--- config.mk ---
export PLATFORM = sky130hd
export DESIGN_NAME = wm_fir
export DESIGN_NICKNAME = d
export VERILOG_FILES = /design/src/rtl/wmfir_pkg.sv /design/src/rtl/wmfir_line.sv /design/src/rtl/wmfir_coef.sv /design/src/rtl/wmfir_outsel.sv /design/src/rtl/wm_fir.sv
export SDC_FILE = /design/constraint.sdc
export NUM_CORES = 2
export LEC_CHECK = 0
export ABC_AREA = 1
export BUFFER_PORTS_ARGS = -buffer_cell sky130_fd_sc_hd__buf_2
export CAP_MARGIN = 10
export CORE_ASPECT_RATIO = 2
export CORE_MARGIN = 1.5
export CORE_UTILIZATION = 30
export CTS_CLUSTER_SIZE = 10
export DETAILED_ROUTE_END_ITERATION = 10
export PLACE_DENSITY = 0.54
export SYNTH_ARGS = -nofsm -noshare
export SYNTH_HDL_FRONTEND = slang
export SYNTH_SLANG_ARGS = --single-unit
--- constraint.sdc ---
create_clock -name clk -period 13.9 [get_ports clk]
set_input_delay 2.085 -clock clk [delete_from_list [all_inputs] [get_ports clk]]
set_output_delay 2.085 -clock clk [all_outputs]
set_load 0.02 [all_outputs]
--- src/rtl/wmfir_pkg.sv ---
package wmfir_pkg;

    localparam int STEPS = 8;

    typedef logic [2:0] step_t;

    // Step numbers whose behaviour is observed at the output.
    localparam step_t ST_MK1 = 3'd1;
    localparam step_t ST_MK2 = 3'd3;
    localparam step_t ST_MK3 = 3'd5;
    localparam step_t ST_MK4 = 3'd6;
    localparam step_t ST_SUM = 3'd6;
    localparam step_t ST_RES = 3'd7;

    // Tap handled by the shared multiplier in each step (tap i = xi*h(7-i)).
    // Tap 0 is taken straight from the input port in the last step.
    function automatic logic [2:0] sched_tap(step_t s);
        logic [2:0] t;
        case (s)
            3'd0:    t = 3'd2;
            3'd1:    t = 3'd1;
            3'd2:    t = 3'd3;
            3'd3:    t = 3'd6;
            3'd4:    t = 3'd7;
            3'd5:    t = 3'd4;
            3'd6:    t = 3'd5;
            default: t = 3'd0;
        endcase
        return t;
    endfunction

endpackage

--- src/rtl/wmfir_line.sv ---
module wmfir_line #(
    parameter int DATA_W = 16,
    parameter int DEPTH  = 8
) (
    input  logic                    clk,
    input  logic                    rst,
    input  logic                    shift,
    input  logic [DATA_W-1:0]       din,
    output logic [DEPTH*DATA_W-1:0] taps_flat
);

    logic [DATA_W-1:0] stage_q [DEPTH];

    for (genvar g = 0; g < DEPTH; g++) begin : g_stage
        logic [DATA_W-1:0] stage_d;
        if (g == 0) begin : g_head
            assign stage_d = shift ? din : stage_q[0];
        end else begin : g_body
            assign stage_d = shift ? stage_q[g-1] : stage_q[g];
        end
        always_ff @(posedge clk) begin
            if (rst) stage_q[g] <= '0;
            else     stage_q[g] <= stage_d;
        end
        assign taps_flat[g*DATA_W +: DATA_W] = stage_q[g];
    end

    AST_LINE_STILL: assert property (@(posedge clk) disable iff (rst)
        !shift |=> $stable(taps_flat));

endmodule

--- src/rtl/wmfir_coef.sv ---
module wmfir_coef #(
    parameter int                  COEF_W = 16,
    parameter int                  NCOEF  = 8,
    parameter logic [NCOEF*COEF_W-1:0] COEFS = '0
) (
    input  logic [$clog2(NCOEF)-1:0] idx,
    output logic [COEF_W-1:0]        coef
);

    logic [COEF_W-1:0] rom [NCOEF];

    for (genvar g = 0; g < NCOEF; g++) begin : g_rom
        assign rom[g] = COEFS[g*COEF_W +: COEF_W];
    end

    assign coef = rom[idx];

endmodule

--- src/rtl/wmfir_outsel.sv ---
module wmfir_outsel
    import wmfir_pkg::*;
#(
    parameter int ACC_W     = 35,
    parameter int OUT_W     = 16,
    parameter int OUT_SHIFT = 15,
    parameter bit MARK_EN   = 1'b1
) (
    input  step_t                    step,
    input  logic signed [ACC_W-1:0]  y,
    input  logic signed [ACC_W-1:0]  keep,
    input  logic signed [ACC_W-1:0]  pair,
    output logic [OUT_W-1:0]         data,
    output logic                     valid
);

    logic signed [ACC_W-1:0] pick;

    if (MARK_EN) begin : g_mark
        always_comb begin
            case (step)
                ST_MK1, ST_MK4: pick = keep;
                ST_MK2, ST_MK3: pick = pair;
                default:        pick = y;
            endcase
        end
    end else begin : g_plain
        assign pick = y;
    end

    assign data  = OUT_W'(pick >>> OUT_SHIFT);
    assign valid = (step == ST_RES);

endmodule

--- src/rtl/wm_fir.sv ---
module wm_fir
    import wmfir_pkg::*;
#(
    parameter int DATA_W    = 16,
    parameter int COEF_W    = 16,
    parameter int ACC_W     = 35,
    parameter int OUT_W     = 16,
    parameter int OUT_SHIFT = 15,
    parameter bit MARK_EN   = 1'b1,
    parameter logic [8*COEF_W-1:0] COEFS = {
        -16'sd777, 16'sd2468, -16'sd4321, 16'sd11111,
        16'sd12000, 16'sd5230, -16'sd3100, 16'sd1200}
) (
    input  logic              clk,
    input  logic              rst,
    input  logic [DATA_W-1:0] in_sample,
    output logic [OUT_W-1:0]  out_data,
    output logic              out_valid
);

    localparam int TAPS   = STEPS;
    localparam int IDX_W  = $clog2(TAPS);
    localparam int PROD_W = DATA_W + COEF_W;

    typedef struct packed {
        step_t                   step;
        logic signed [ACC_W-1:0] keep;
        logic signed [ACC_W-1:0] pair;
        logic signed [ACC_W-1:0] acc;
        logic signed [ACC_W-1:0] y;
    } st_t;

    st_t st_d, st_q;

    logic [TAPS*DATA_W-1:0]   line_flat;
    logic [IDX_W-1:0]         tsel;
    logic [IDX_W-1:0]         cidx;
    logic [COEF_W-1:0]        coef_raw;
    logic signed [DATA_W-1:0] smp;
    logic signed [COEF_W-1:0] cf;
    logic signed [PROD_W-1:0] prod;
    logic signed [ACC_W-1:0]  mulx;
    logic                     shift;

    assign shift = (st_q.step == ST_RES);

    wmfir_line #(.DATA_W(DATA_W), .DEPTH(TAPS)) u_line (
        .clk      (clk),
        .rst      (rst),
        .shift    (shift),
        .din      (in_sample),
        .taps_flat(line_flat)
    );

    assign tsel = sched_tap(st_q.step);
    assign cidx = IDX_W'(TAPS - 1) - tsel;

    wmfir_coef #(.COEF_W(COEF_W), .NCOEF(TAPS), .COEFS(COEFS)) u_coef (
        .idx (cidx),
        .coef(coef_raw)
    );

    assign smp  = (tsel == '0) ? $signed(in_sample)
                               : $signed(line_flat[tsel*DATA_W +: DATA_W]);
    assign cf   = $signed(coef_raw);
    assign prod = smp * cf;
    assign mulx = ACC_W'(prod);

    always_comb begin
        st_d      = st_q;
        st_d.step = st_q.step + 3'd1;
        case (st_q.step)
            3'd7: st_d.pair = mulx;
            3'd0: st_d.keep = mulx;
            3'd1: st_d.pair = st_q.pair + mulx;
            3'd2: st_d.acc  = st_q.keep + mulx;
            3'd3: begin
                st_d.acc  = st_q.acc + st_q.pair;
                st_d.pair = mulx;
            end
            3'd4: st_d.pair = st_q.pair + mulx;
            3'd5: begin
                st_d.acc  = st_q.acc + st_q.pair;
                st_d.pair = mulx;
            end
            default: st_d.y = st_q.acc + st_q.pair + mulx;
        endcase
    end

    always_ff @(posedge clk) begin
        if (rst) st_q <= '0;
        else     st_q <= st_d;
    end

    wmfir_outsel #(
        .ACC_W(ACC_W), .OUT_W(OUT_W), .OUT_SHIFT(OUT_SHIFT), .MARK_EN(MARK_EN)
    ) u_out (
        .step (st_q.step),
        .y    (st_q.y),
        .keep (st_q.keep),
        .pair (st_q.pair),
        .data (out_data),
        .valid(out_valid)
    );

    AST_STEP_ADVANCE: assert property (@(posedge clk) disable iff (rst)
        (st_q.step != ST_RES) |=> (st_q.step == $past(st_q.step) + 3'd1));

    AST_VALID_SINGLE: assert property (@(posedge clk) disable iff (rst)
        out_valid |=> !out_valid);

    AST_MARK_KEPT: assert property (@(posedge clk) disable iff (rst)
        (st_q.step >= ST_MK1 && st_q.step < ST_MK4) |=> $stable(st_q.keep));

    AST_RESULT_HOLD: assert property (@(posedge clk) disable iff (rst)
        (st_q.step != ST_SUM) |=> $stable(st_q.y));

    if (!MARK_EN) begin : g_plain_chk
        AST_PLAIN_HOLD: assert property (@(posedge clk) disable iff (rst)
            (!out_valid && st_q.step != ST_SUM) |=> $stable(out_data));
    end

endmodule

Yosys cells after proc, flatten, opt, wreduce, memory -nomap -nowiden
Memory sizes are Yosys's and may differ from the RTL's.
Index checks and enable logic that the tools add are counted.
{"block": "totals", "ff_bits": 136, "mem_bits_rw": 128, "rom_bits": 128, "output_inout_bits": 17, "word_cells": 67, "mem_count": 2}
{"memory": "(no name shown)", "depth": 8, "word_bits": 16, "read_ports": 1, "rd_clocked_by_memory_dff": 0, "wr": 0, "line": "wmfir_coef.sv:16", "source": "assign coef = rom[idx];"}
{"memory": "u_line.stage_q", "depth": 8, "word_bits": 16, "read_ports": 8, "rd_clocked_by_memory_dff": 0, "wr": 8, "line": "wmfir_line.sv:12", "source": "logic [DATA_W-1:0] stage_q [DEPTH];"}
{"block": "op_classes", "n_addsub": 6, "mul": 1, "order_cmp": 1, "eq_ne": 7, "n_shift": 1, "n_mux": 26, "bitwise_logic": 9, "n_reduce_logical": 9}
{"op": "$mux W16", "n": 19}
{"op": "$pmux W35 S2", "n": 2}
{"op": "$shiftx A128 B8 Y16", "n": 1}
{"op": "$pmux W31 S2", "n": 1}
{"op": "$add A35 B32 Y35", "n": 1}
{"op": "$add A35 B35 Y35", "n": 1}
{"op": "$add A32 B32 Y33", "n": 1}
{"op": "$mul A16 B16 Y32", "n": 1}
{"op": "$add A31 B31 Y31", "n": 1}
{"op": "$pmux W3 S7", "n": 1}
{"op": "$eq A3 B3 Y1 const B", "n": 4}
{"op": "$or A1 B1 Y1", "n": 8}
{"op": "$reduce_or A7 Y1", "n": 1}
{"op": "$eq A3 B2 Y1 const B", "n": 2}
{"op": "$logic_not A3 Y1", "n": 2}
{"op": "$reduce_or A2 Y1", "n": 3}
{"op": "$ge A4 B4 Y1 const B", "n": 1}
{"op": "$not A3 Y4", "n": 1}
{"op": "$reduce_bool A2 Y1", "n": 2}
{"op": "$add A3 B1 Y3 const B", "n": 1}
{"op": "$eq A3 B1 Y1 const B", "n": 1}
{"op": "$mux W1", "n": 3}
{"op": "$reduce_or A3 Y1", "n": 1}
{"op": "$sub A3 B3 Y3 const A", "n": 1}

Depth between registers and ports, before layout
{"block": "depth", "word_depth": 10, "mapped_depth": 57}

Modules after synthesis
From an unflattened synthesis, not the netlist that was laid out.
{"block": "unflattened", "cells_unflattened": 4539, "area_unflattened_um2": 30798.3}
{"module": "wm_fir", "n_inst": 1, "cells_per_inst": 3569, "area_per_inst_um2": 24785.0, "seq_area_each_um2": 2802.7}
{"module": "wmfir_line", "n_inst": 1, "cells_per_inst": 811, "area_per_inst_um2": 5206.2, "seq_area_each_um2": 2562.5}
{"module": "wmfir_outsel", "n_inst": 1, "cells_per_inst": 114, "area_per_inst_um2": 549.3, "seq_area_each_um2": 0.0}
{"module": "wmfir_coef", "n_inst": 1, "cells_per_inst": 45, "area_per_inst_um2": 257.7, "seq_area_each_um2": 0.0}

Worst setup path after synthesis
Ideal clock, no wire load.
{"block": "synth_timing", "kind": "input to register", "start": "input port in_sample[15]", "end": "register st_q[100] (netlist bit)", "setup_time_ns": 0.129, "arrival_ns": 9.037, "required_time_ns": 13.771, "slack_ns": 4.735, "cell_stages": 35, "n_path_buf": 0, "cell_sequence": "or2_2 -> nand2_1 -> nor2_4 -> clkinv_1 -> nor2_1 -> inv_1 -> fa_1 -> inv_1 -> fa_1 -> fa_1 -> fa_1 -> fa_1 -> inv_1 -> fa_1 -> inv_1 -> ha_1 -> nand2_1 -> nor4_1 -> nand4_1 -> nand3_1 -> a21oi_1 -> inv_1 -> a21oi_1 -> or2_2 -> nand2_1 -> ha_1 -> nand2_1 -> nor3_1 -> nor3b_1 -> a221oi_1 -> nand2_1 -> a21oi_1 -> o21ai_0 -> xnor2_1 -> a21oi_1"}
{"block": "synth_via", "elab_chain_cells": 4}
{"element": "from (decl)", "line": "wm_fir.sv:16", "source": "input logic [DATA_W-1:0] in_sample,"}
{"element": "$mux W16", "line": "wm_fir.sv:63", "source": "assign smp = (tsel == '0) ? $signed(in_sample)"}
{"element": "$mul A16 B16 Y32", "line": "wm_fir.sv:66", "source": "assign prod = smp * cf;"}
{"element": "via prod[27]", "line": "wm_fir.sv:41", "source": "logic signed [PROD_W-1:0] prod;"}
{"element": "$add A35 B32 Y35", "line": "wm_fir.sv:75, wm_fir.sv:81"}
{"element": "$pmux W35 S2", "line": "wm_fir.sv:72", "source": "case (st_q.step)"}
{"element": "to (signal assigned)", "line": "wm_fir.sv:92", "source": "else st_q <= st_d;"}
{"element": "to (decl)", "line": "wm_fir.sv:33", "source": "st_t st_d, st_q;"}
The timed path passes the listed nets, and every way through them passes these cells.
A chain may end at the register's enable or synchronous reset.

Final worst setup path
{"block": "layout_timing", "start": "register st_q[140] (netlist bit)", "end": "register st_q[96] (netlist bit)"}
{"block": "layout_via", "elab_chain_cells": 10, "elab_cells_between_ends": 23, "cone_classes": "2 x add/sub; 1 x mul; 7 x eq/ne; 1 x shift; 5 x mux; 1 x bitwise; 5 x reduce/logical; 1 x memory"}
{"element": "$eq A3 B3 Y1 (tied with other cells)", "line": "wmfir_pkg.sv:19", "source": "case (s)"}
{"element": "$pmux W3 S7 *", "line": "wmfir_pkg.sv:19"}
{"element": "$sub A3 B3 Y3", "line": "wm_fir.sv:56", "source": "assign cidx = IDX_W'(TAPS - 1) - tsel;"}
{"element": "$not A3 Y4 (implied by the code)", "line": "wmfir_coef.sv:16"}
{"element": "$mem_v2 Z8 W16"}
{"element": "$mux W16 (implied by the code) (2 in a row)", "line": "wmfir_coef.sv:16"}
{"element": "$mul A16 B16 Y32 *", "line": "wm_fir.sv:66"}
{"element": "via prod[13]", "line": "wm_fir.sv:41"}
{"element": "$add A35 B32 Y35 *", "line": "wm_fir.sv:75, wm_fir.sv:81"}
{"element": "$pmux W35 S2 *", "line": "wm_fir.sv:72"}
The timed path passes the listed nets; every way through them passes the cells marked *. The select of a mux whose other input is x is not followed.

==> summary.txt <==
Run status
  • Status: finished clean

Setup path
  • Crit. End Element: register
  • Crit path max fanout: 30
  • CP arrival: 12.47 ns
  • Critical Path Start: st_q[140]$_SDFF_PP0_
  • WP data required: 14.41 ns
  • CP Launch Type: register
  • Setup CP Type: register to register
  • Reg-to-Reg Start: st_q[140]$_SDFF_PP0_
  • R2r setup slk: 1.94 ns
  • Worst reg2reg path depth: 44
  • Slowest CP cell: nor3_1
  • Reg2reg end: st_q[96]$_SDFFE_PP0P_
  • Worst path max stage delay: 0.91 ns
  • Critical path endpoint: st_q[96]$_SDFFE_PP0P_

Timing
  • Worst slew pin tran: 1.15 ns
  • Final period utilization: 86.1%
  • Final hold violations: 0
  • Setup Viol. Count Final: 0
  • Total negative slack: 0 ns
  • Final Max Slew Viols: 0
  • Fmax achieved: 83.6 MHz
  • Worst setup margin: 1.94 ns
  • Final min period: 11.96 ns
  • RSZ-0062 raised after global routing: false
  • Clk_skew: 0.0259 ns
  • Slew headroom: 22.7%

Clock tree
  • Clock slew at reported path FFs: 0.07 ns
  • CTS tree: built
  • Clock Path Buffers: 3
  • Post-CTS setup buffers: 0
  • Clk_lat worst skew: 0.64 ns
  • CTS hold repair buffers: 0
  • Sink Count: 240
  • Clock root buffer: clkbuf_16
  • Post-CTS Resized: 0
  • H-tree levels: 1
  • Num CTS Buffers: 30

Flow run
  • Max Cap Viol: 0

Logic synthesis
  • Post-Syn Nets: 4354
  • YS warnings: 0
  • Async set-reset flop share out of synthesis: 0%
  • Unique masters post-synth: 52
  • Post-Synthesis Cells: 3863
  • Cell area after synthesis: 27000 um^2
  • Post-synth EDFFs: 0
  • Seq/Total Area, Yosys: 17.8%
  • Mean Syn Cell Area: 6.98 um^2
  • Yosys reg bits: 240
  • Top FF cell, synth: dfxtp_1

Detailed routing
  • First-iteration detailed-routing DRC count: 1423
  • Avg Vias per Cell: 5.11
  • Post-route ant nets: 0
  • DR pass1 iterations: 5
  • Routed len/inst: 21.4 um
  • Via count: 25800
  • Routed wire length: 108 mm
  • # DRC: 0

Global route
  • Largest net degree at the start of global routing: 95
  • First-pass GRT wire length: 162 mm
  • GRT Resource Usage Total: 23.5%
  • GRT overflow: 0
  • Initial antenna violation count: 2
  • Vias in the first global route: 27100

Floorplan
  • Top Ports: 35
  • # rows: 155
  • Initial core utilization: 30.2%
  • Die Ht: 427 um
  • Die extent in x: 215 um
  • Core ar.: 89200 um^2
  • Die area: 91800 um^2

Hold path
  • Hold WC Path Type: register to register

Place
  • Pre-CTS WS: 2.17 ns
  • DP HPWL: 88.1 mm
  • GPL Wtd Cong: 1.01
  • Placement Cell Area: 28500 um^2
  • Port bufs: 34

Cells and area
  • Share of cells above drive strength 1: 5.41%
  • Post-Layout Inst Area: 29400 um^2
  • Final #Nets: 4340
  • Syn-to-layout area delta: 9.01%
  • Fillers: 9850
layer usage:
| layer | up-vias | wire length [um] | GRT usage [%] |
|---|---|---|---|
| li1 | 12300 | - | - |
| met1 | 12400 | 32900 | 20.0 |
| met2 | 742 | 59100 | 46.9 |
| met3 | 400 | 3400 | 2.21 |
| met4 | 0 | 12400 | 22.7 |
| met5 | - | 0 | 0 |
worst max-delay path, delay by kind of cell (launching register included):
kind | cells | cell delay, ns
compound gates | 7 | 0.78
flops | 1 | 0.42
fa+ha+maj | 9 | 4.11
xor+xnor | 2 | 0.60
buf+inv | 10 | 2.24
simple gates | 16 | 3.64
worst min path at each step:
stage / start / end / slack (ns) / cells after the start
finish: st_q[60]$_SDFFE_PP0P_ / st_q[60]$_SDFFE_PP0P_ / 0.48 / 2
global route: st_q[55]$_SDFFE_PP0P_ / st_q[55]$_SDFFE_PP0P_ / 0.50 / 2
CTS: st_q[60]$_SDFFE_PP0P_ / st_q[60]$_SDFFE_PP0P_ / 0.48 / 2
detailed placement: st_q[60]$_SDFFE_PP0P_ / st_q[60]$_SDFFE_PP0P_ / 0.47 / 2
global placement: st_q[60]$_SDFFE_PP0P_ / st_q[60]$_SDFFE_PP0P_ / 0.46 / 2
floorplan: st_q[140]$_SDFF_PP0_ / st_q[140]$_SDFF_PP0_ / 0.44 / 1
metrics by stage:
step | hold slack (ns) | cells | util [%]
after floorplan | 0.445 | 3863 | -
after global placement | 0.457 | 4994 | 31.9
after detailed placement | 0.467 | 4994 | 31.9
after CTS | 0.477 | 5038 | 32.9
after global routing | 0.498 | 5039 | 32.9
final | 0.477 | 5039 | 32.9
cells in the final DEF (no fill, tap or decap), types with 12 or more instances in the layout:
master	n
o21a_1	18
nand3_1	159
nor3_1	20
o211ai_1	67
nand4_1	23
dfxtp_1	240
o21ai_0	287
a311oi_1	13
or2_2	12
inv_2	12
a31oi_1	22
nor2_1	494
xnor2_1	27
xor2_1	61
o21bai_1	22
a21oi_1	277
ha_1	213
fa_1	259
nand2_2	18
clkbuf_16	30
buf_4	60
inv_1	619
nand2_1	754
buf_2	34
layout make-up:
cell class | count | area, um^2 | share of cell area (%)
antenna | 1 | 2.50 | 0.00851
clock buffer | 38 | 811 | 2.76
clock inverter | 6 | 83.8 | 0.285
inverter | 639 | 2400 | 8.18
multi-input combinational | 2844 | 19200 | 65.3
sequential | 240 | 4800 | 16.3
tap | 1177 | 1470 | 5.01
timing repair buffer | 94 | 621 | 2.11
logic make-up (layout without fill, tap and decap cells):
logic type / Yosys count / in the layout / share of synthesized area, %
buffers and inverters: 779 / 777 / 11.1
other: 0 / 1 / 0
DFF: 240 / 240 / 17.8
AOI/OAI and AO/OA: 772 / 772 / 16.3
and+or+nand+nor: 1511 / 1511 / 22.8
adders and majority gates: 473 / 473 / 29.2
xor gates and xnor gates: 88 / 88 / 2.86
Yosys cell counts, types with 6 or more instances:
cell type / count / area [um^2]
a21boi_0: 11 / 82.6
a21o_1: 11 / 82.6
a21oi_1: 277 / 1390
a311oi_1: 13 / 114
a31oi_1: 22 / 138
buf_2: 22 / 110
clkbuf_1: 107 / 402
clkinv_1: 6 / 22.5
dfxtp_1: 240 / 4800
fa_1: 259 / 5180
ha_1: 214 / 2680
inv_1: 620 / 2330
inv_2: 12 / 45.0
nand2_1: 755 / 2830
nand2_2: 17 / 106
nand3_1: 159 / 796
nand3b_1: 6 / 45.0
nand4_1: 23 / 144
nor2_1: 496 / 1860
nor3_1: 20 / 100
o211ai_1: 67 / 503
o21a_1: 18 / 135
o21ai_0: 288 / 1440
o21ai_1: 6 / 30.0
o21ai_2: 10 / 87.6
o21bai_1: 22 / 165
or2_2: 12 / 75.1
xnor2_1: 27 / 236
xor2_1: 61 / 534
sequential cells by signal, indices dropped and copies added, names as in the netlist:
signal / flops
u_line.stage_q: 128
st_q: 112
Power is not shown: default switching activity piles up to over one toggle a cycle in this logic, so the estimate is an artifact.
